`config.mk`:
```
export PLATFORM = sky130hd
export DESIGN_NAME = rate_mant_encoder
export DESIGN_NICKNAME = d
export VERILOG_FILES = /design/src/rtl/rme_pkg.sv /design/src/rtl/rme_range_check.sv /design/src/rtl/rme_divider.sv /design/src/rtl/rate_mant_encoder.sv
export SDC_FILE = /design/constraint.sdc
export NUM_CORES = 2
export LEC_CHECK = 0
export BUFFER_PORTS_ARGS = -buffer_cell sky130_fd_sc_hd__buf_4
export CAP_MARGIN = 20
export CORE_MARGIN = 2
export CORE_UTILIZATION = 28
export DETAILED_ROUTE_END_ITERATION = 8
export PLACE_DENSITY = 0.52
export SETUP_SLACK_MARGIN = 0.05
export SKIP_LAST_GASP = 1
export SYNTH_ARGS = -nofsm -noshare
export SYNTH_HDL_FRONTEND = slang
export SYNTH_HIERARCHICAL = 1
export SYNTH_SLANG_ARGS = --single-unit
```
`constraint.sdc`:
```
create_clock -name clk -period 11.9 [get_ports clk]
set_input_delay 2.38 -clock clk [delete_from_list [all_inputs] [get_ports clk]]
set_output_delay 2.38 -clock clk [all_outputs]
set_load 0.01 [all_outputs]
```
`src/rtl/rme_pkg.sv`:
```
package rme_pkg;

    localparam int EXP_W     = 4;
    localparam int MANT_W    = 8;
    localparam int DEXP_W    = 4;
    localparam int EXP_TOP   = 15;
    localparam int MANT_TOP  = 255;
    localparam int DEXP_TOP  = 12;
    // scale applied by the mantissa denominator (x256)
    localparam int FRAC_SH   = 8;
    // burst mode reuses the rate formula with clk = 2, ticks = 1
    localparam int BURST_CLK = 2;
    localparam int BURST_TCK = 1;

    typedef enum logic [2:0] {
        PH_IDLE,
        PH_MUL,
        PH_CHK,
        PH_DSRCH,
        PH_ESRCH,
        PH_MSRCH,
        PH_QUOT,
        PH_DONE
    } phase_e;

endpackage

```
`src/rtl/rme_range_check.sv`:
```
module rme_range_check
    import rme_pkg::*;
#(
    parameter int C_W = 32,
    parameter int KW  = 81
) (
    input  logic           burst_i,
    input  logic [C_W-1:0] clk_hz_i,
    input  logic [KW-1:0]  vt_i,       // target * ticks
    input  logic [KW-1:0]  v1t_i,      // (target + 1) * ticks
    output logic           too_low_o,
    output logic           too_high_o,
    output logic           slow_o
);

    logic [KW-1:0] c_w;
    logic [KW-1:0] c_top;
    logic [KW-1:0] lo_lhs;

    always_comb begin
        c_w   = KW'(clk_hz_i);
        // clk * 511 * 2^15 : numerator of the largest encodable rate
        c_top = ((c_w << 9) - c_w) << EXP_TOP;
        // target < floor(N/D)  <=>  (target+1)*D <= N
        if (burst_i) begin
            lo_lhs = v1t_i << FRAC_SH;
        end else begin
            lo_lhs = v1t_i << (DEXP_TOP + FRAC_SH);
        end
        too_low_o  = lo_lhs <= (c_w << FRAC_SH);
        // target > floor(N/D)  <=>  target*D > N
        too_high_o = (vt_i << FRAC_SH) > c_top;
        slow_o     = !burst_i && (vt_i <= c_w);
    end

endmodule

```
`src/rtl/rme_divider.sv`:
```
module rme_divider #(
    parameter int W = 56
) (
    input  logic         clk,
    input  logic         rst_n,
    input  logic         start_i,
    input  logic [W-1:0] num_i,
    input  logic [W-1:0] den_i,
    output logic         busy_o,
    output logic         done_o,
    output logic [W-1:0] quo_o
);

    localparam int CNT_W = $clog2(W + 1);

    typedef struct packed {
        logic             busy;
        logic             done;
        logic [CNT_W-1:0] cnt;
        logic [W-1:0]     rem;
        logic [W-1:0]     q;
        logic [W-1:0]     den;
    } div_t;

    div_t s_d, s_q;
    logic [W:0] part;
    logic       bit_n;

    always_comb begin
        s_d      = s_q;
        s_d.done = 1'b0;
        part     = {s_q.rem, s_q.q[W-1]};
        bit_n    = part >= {1'b0, s_q.den};
        if (s_q.busy) begin
            if (bit_n) begin
                s_d.rem = W'(part - {1'b0, s_q.den});
            end else begin
                s_d.rem = part[W-1:0];
            end
            s_d.q   = {s_q.q[W-2:0], bit_n};
            s_d.cnt = s_q.cnt - 1'b1;
            if (s_q.cnt == CNT_W'(1)) begin
                s_d.busy = 1'b0;
                s_d.done = 1'b1;
            end
        end else if (start_i) begin
            s_d.busy = 1'b1;
            s_d.rem  = '0;
            s_d.q    = num_i;
            s_d.den  = den_i;
            s_d.cnt  = CNT_W'(W);
        end
    end

    always_ff @(posedge clk or negedge rst_n) begin
        if (!rst_n) begin
            s_q <= '0;
        end else begin
            s_q <= s_d;
        end
    end

    assign busy_o = s_q.busy;
    assign done_o = s_q.done;
    assign quo_o  = s_q.q;

    // quotient strobe is a single cycle
    a_r8_div_done_pulse: assert property (@(posedge clk) disable iff (!rst_n)
        done_o |=> !done_o);
    // the encoder never launches a division while one is running
    a_r8_div_no_overlap: assert property (@(posedge clk) disable iff (!rst_n)
        start_i |-> !busy_o);

endmodule

```
`src/rtl/rate_mant_encoder.sv`:
```
module rate_mant_encoder
    import rme_pkg::*;
#(
    parameter int C_W = 32,
    parameter int T_W = 12,
    parameter int V_W = C_W + 16
) (
    input  logic              clk,
    input  logic              rst_n,
    input  logic              start_i,
    input  logic              burst_mode_i,
    input  logic [V_W-1:0]    target_i,
    input  logic [C_W-1:0]    clk_hz_i,
    input  logic [T_W-1:0]    ticks_i,
    output logic              busy_o,
    output logic              done_o,
    output logic              err_o,
    output logic [EXP_W-1:0]  exp_o,
    output logic [MANT_W-1:0] mant_o,
    output logic [DEXP_W-1:0] dexp_o,
    output logic [V_W-1:0]    achieved_o
);

    localparam int NW = C_W + 24;                   // clk*511*2^15
    localparam int PW = V_W + T_W + 1;              // (target+1)*ticks
    localparam int KW = (PW + DEXP_TOP + FRAC_SH > NW) ? PW + DEXP_TOP + FRAC_SH : NW;
    localparam int DW = (NW > T_W + DEXP_TOP + FRAC_SH) ? NW : T_W + DEXP_TOP + FRAC_SH;

    typedef struct packed {
        phase_e            ph;
        logic              burst;
        logic [V_W-1:0]    v;
        logic [C_W-1:0]    c;
        logic [T_W-1:0]    t;
        logic [KW-1:0]     vt;
        logic [KW-1:0]     v1t;
        logic [KW-1:0]     n;
        logic [EXP_W-1:0]  e;
        logic [MANT_W-1:0] m;
        logic [DEXP_W-1:0] d;
        logic              r_err;
        logic [EXP_W-1:0]  r_e;
        logic [MANT_W-1:0] r_m;
        logic [DEXP_W-1:0] r_d;
        logic [V_W-1:0]    r_ach;
    } eng_t;

    eng_t s_d, s_q;

    logic          too_low, too_high, slow_path;
    logic          div_start, div_busy, div_done;
    logic [DW-1:0] div_num, div_den, div_quo;
    logic [KW-1:0] c_full, c511, lhs, prod;
    logic [4:0]    dsh, esh;

    rme_range_check #(.C_W(C_W), .KW(KW)) u_range (
        .burst_i   (s_q.burst),
        .clk_hz_i  (s_q.c),
        .vt_i      (s_q.vt),
        .v1t_i     (s_q.v1t),
        .too_low_o (too_low),
        .too_high_o(too_high),
        .slow_o    (slow_path)
    );

    rme_divider #(.W(DW)) u_div (
        .clk    (clk),
        .rst_n  (rst_n),
        .start_i(div_start),
        .num_i  (div_num),
        .den_i  (div_den),
        .busy_o (div_busy),
        .done_o (div_done),
        .quo_o  (div_quo)
    );

    always_comb begin
        s_d       = s_q;
        div_start = 1'b0;
        dsh       = {1'b0, s_q.d} + 5'(FRAC_SH);
        esh       = {1'b0, s_q.e} + 5'(FRAC_SH);
        c_full    = KW'(s_q.c);
        c511      = (c_full << 9) - c_full;
        lhs       = s_q.v1t << dsh;          // (target+1)*ticks*2^(d+8)
        prod      = KW'(s_q.v) * KW'(s_q.t);
        div_num   = s_q.n[DW-1:0];
        div_den   = DW'(s_q.t) << dsh;
        unique case (s_q.ph)
            PH_IDLE: begin
                if (start_i) begin
                    s_d.ph    = PH_MUL;
                    s_d.burst = burst_mode_i;
                    s_d.v     = target_i;
                    s_d.c     = burst_mode_i ? C_W'(BURST_CLK) : clk_hz_i;
                    s_d.t     = burst_mode_i ? T_W'(BURST_TCK) : ticks_i;
                end
            end
            PH_MUL: begin
                s_d.vt  = prod;
                s_d.v1t = prod + KW'(s_q.t);
                s_d.ph  = PH_CHK;
            end
            PH_CHK: begin
                s_d.d = '0;
                if (too_low || too_high) begin
                    s_d.r_err = 1'b1;
                    s_d.r_e   = '0;
                    s_d.r_m   = '0;
                    s_d.r_d   = '0;
                    s_d.r_ach = '0;
                    s_d.ph    = PH_DONE;
                end else if (slow_path) begin
                    s_d.e  = '0;
                    s_d.ph = PH_DSRCH;
                end else begin
                    s_d.e  = EXP_W'(EXP_TOP);
                    s_d.ph = PH_ESRCH;
                end
            end
            PH_DSRCH: begin
                if (lhs <= (c_full << FRAC_SH) && s_q.d != DEXP_W'(DEXP_TOP)) begin
                    s_d.d = s_q.d + 1'b1;
                end else begin
                    s_d.n  = c511;
                    s_d.m  = MANT_W'(MANT_TOP);
                    s_d.ph = PH_MSRCH;
                end
            end
            PH_ESRCH: begin
                if (lhs <= (c_full << esh) && s_q.e != '0) begin
                    s_d.e = s_q.e - 1'b1;
                end else begin
                    s_d.n  = c511 << s_q.e;
                    s_d.m  = MANT_W'(MANT_TOP);
                    s_d.ph = PH_MSRCH;
                end
            end
            PH_MSRCH: begin
                if (lhs <= s_q.n && s_q.m != '0) begin
                    s_d.m = s_q.m - 1'b1;
                    s_d.n = s_q.n - (c_full << s_q.e);
                end else begin
                    div_start = 1'b1;
                    s_d.ph    = PH_QUOT;
                end
            end
            PH_QUOT: begin
                if (div_done) begin
                    s_d.r_err = 1'b0;
                    s_d.r_e   = s_q.e;
                    s_d.r_m   = s_q.m;
                    s_d.r_d   = s_q.d;
                    s_d.r_ach = div_quo[V_W-1:0];
                    s_d.ph    = PH_DONE;
                end
            end
            PH_DONE: begin
                s_d.ph = PH_IDLE;
            end
            default: begin
                s_d.ph = PH_IDLE;
            end
        endcase
    end

    always_ff @(posedge clk or negedge rst_n) begin
        if (!rst_n) begin
            s_q <= '0;
        end else begin
            s_q <= s_d;
        end
    end

    assign busy_o     = s_q.ph != PH_IDLE;
    assign done_o     = s_q.ph == PH_DONE;
    assign err_o      = s_q.r_err;
    assign exp_o      = s_q.r_e;
    assign mant_o     = s_q.r_m;
    assign dexp_o     = s_q.r_d;
    assign achieved_o = s_q.r_ach;

    a_r2_done_pulse: assert property (@(posedge clk) disable iff (!rst_n)
        done_o |=> !done_o);
    a_r2_busy_at_done: assert property (@(posedge clk) disable iff (!rst_n)
        done_o |-> busy_o);
    a_r2_div_running: assert property (@(posedge clk) disable iff (!rst_n)
        (s_q.ph == PH_QUOT && !div_done) |-> div_busy);
    a_r3_operands_held: assert property (@(posedge clk) disable iff (!rst_n)
        (s_q.ph != PH_IDLE && s_q.ph != PH_DONE) |=> ($stable(s_q.v) && $stable(s_q.burst)));
    a_r4_reject_zeroes: assert property (@(posedge clk) disable iff (!rst_n)
        (done_o && err_o) |-> (exp_o == '0 && mant_o == '0 && dexp_o == '0 && achieved_o == '0));
    a_r5_dexp_cap: assert property (@(posedge clk) disable iff (!rst_n)
        done_o |-> dexp_o <= DEXP_W'(DEXP_TOP));
    a_r6_fast_no_divider: assert property (@(posedge clk) disable iff (!rst_n)
        (done_o && exp_o != '0) |-> dexp_o == '0);
    a_r9_burst_no_divider: assert property (@(posedge clk) disable iff (!rst_n)
        (done_o && s_q.burst) |-> dexp_o == '0);

endmodule

```
==> results_dict.tcl <==
set metrics [dict create \
    coreArea_mm2 0.2491 \
    powerDensity_mw_per_mm2 57.09 \
    min_path_cells 2 \
    cp_max_fo 36 \
    drive_gt1_share_pct 8.211 \
    clockBufferDepth 3 \
    startpoint_type "flip-flop" \
    drt_iter0_markers 6224 \
    grt_pass1_wl_um 402900 \
    vias_per_cell 5.427 \
    min_period_ns 9.002 \
    initial_core_util_pct 28.19 \
    post_cts_resized 0 \
    num_io_pins 163 \
    skew_ns 0.09631 \
    worstSetupPathType "reg -> reg" \
    numCtsBuffers 74 \
    run_status "complete, no violations" \
    pre_cts_ws_ns 3.021 \
    gp_congestion 0.9798 \
    routedWlPerCell_um 22.48 \
    fin_nets 9599 \
    drtAntennaViolNets 0 \
    cts_sinks 555 \
    timing.slew.headroom_pct 16.67 \
    drc_errors 0 \
    end_kind "flip-flop" \
    yosys_warnings 6 \
    firstDrtPassIters 7 \
    syn_avg_cell_area_um2 8.096 \
    layout-area-overhead-vs-synth_pct 8.764 \
    htreeDepth 3 \
    p_leak_nw 35.21 \
    clock.fmax_mhz 111.1 \
    grt_max_degree 129 \
    worst_pin_slew_ns 1.237 \
    clock_latency_ns 0.77 \
    dieArea_mm2 0.2548 \
    cts_tree "built" \
    rsz0062_at_grt "no" \
    hold_viol_final 0 \
    die_x_um 504.8 \
    maxCapViolCount 0 \
    clkSlewWorstSetupHoldPaths_ns 0.06 \
    dp_hpwl_um 208300 \
    peakVddDrop_v 0.0001091 \
    grt_antenna_before_repair 7 \
    rows 183 \
    grt_pass1_vias 62940 \
    required_ns 12.52 \
    cts_root_buffer "clkbuf_16" \
    die_h_um 504.8 \
    reg2reg_depth 22 \
    numPortBuffers 162 \
    hold_path.class "reg -> reg" \
    vias 64360 \
    drt-total-wl_um 266600 \
    slew_violations 0 \
    setup_violations 0 \
    cp_data_arrival_time_ns 9.62 \
    whs_ns 0.4773 \
    fin_crit_sh_pct 75.65 \
    synth_area_mm2 0.07023 \
    cts_hold_buf 0 \
    finalSetupTns_ns 0 \
    stdcell_area_mm2 0.07638 \
    cts_setup_buffers 0 \
    grtUsageTotal_pct 20.32 \
    synthCells 8675 \
    placed_area_mm2 0.07381 \
    timing.final.ws_setup_ns 2.898 \
    grt.overflow.total 0 \
]
## final timing paths
path | startpoint | to | slack [ns]
worst min-delay path | mant_o[2] | mant_o[2] | 0.48
worst max-delay path | s_q[330] | s_q[219] | 2.90
worst max register to register | s_q[330] | s_q[219] | 2.90
max in group asynchronous | rst_n | s_q[328] | 7.99
worst min register to register | mant_o[2] | mant_o[2] | 0.48
min in group asynchronous | rst_n | u_div/quo_o[23] | 1.60
## state kept, by name, indices dropped and copies added (netlist names)
signal,cells
u_div/s_q,62
u_div/quo_o,56
mant_o,8
c_full,32
u_div/busy_o,1
dexp_o,4
div_num,56
u_div/done_o,1
s_q,226
u_div/part,56
err_o,1
exp_o,4
achieved_o,48
## layer usage
| layer | GRT usage, % | share of wire (%) | routed length (um) |
|---|---|---|---|
| met2 | 33.46 | 47 | 124600 |
| met1 | 27.28 | 43 | 115400 |
| met4 | 7.223 | 3.8 | 10260 |
| met3 | 2.492 | 6.1 | 16240 |
| met5 | 0 | 0.010 | 27 |
## critical path, stage by stage (launching register included)
cell and delay (ns):
dfrtp_2 0.93, buf_4 0.42, nand2_1 0.11, fa_1 0.52
inv_1 0.05, fa_1 0.46, fa_1 0.52, fa_1 0.54
inv_1 0.05, fa_1 0.52, inv_1 0.04, ha_1 0.49
a21oi_1 0.18, o21ai_1 0.44, nor2b_1 0.14, a21oi_1 0.26
xor2_1 0.48, nand4_1 0.25, nor3_1 0.60, nand3_1 0.54
nor4_2 0.81, a31oi_1 0.20, o31ai_1 0.25
## area by class of cell
type | instances | area [um2]
fillers | 26790 | 172700
multi-input cells | 6788 | 50820
flip-flops and latches | 555 | 13930
well taps | 3330 | 4167
inverters | 796 | 2989
clock buffers | 100 | 2069
repair buffers | 255 | 1974
clock inverters | 31 | 431.7
diodes | 3 | 7.507
## through the flow
step                cells  power [mW]  utilization [%]
CTS                 11850       4.428            30.63
floorplan            8777       1.945                -
detailed placement  11720       2.023            29.63
global placement    11720       2.022            29.62
global route        11860       4.501            30.66
finish              11860       4.360            30.66
## report_power, final
part / switching (mW) / leakage (nW) / internal (mW)
registers: 0 / 6.81 / 1.89
logic: 0.0657 / 27.2 / 0.0348
clock network: 1.03 / 1.21 / 1.35
total: 1.09 / 35.2 / 3.27
## cells in the final DEF (no fill, tap or decap), drive strengths merged, types with 150 or more instances in the layout
cell type	n
a21o	186
a21oi	499
and2	198
buf	255
dfrtp	555
fa	463
ha	570
inv	798
mux2i	206
nand2	1462
nor2	418
nor3	154
o21ai	699
xnor2	150
Note: power is estimated with default switching activity, not from simulation.
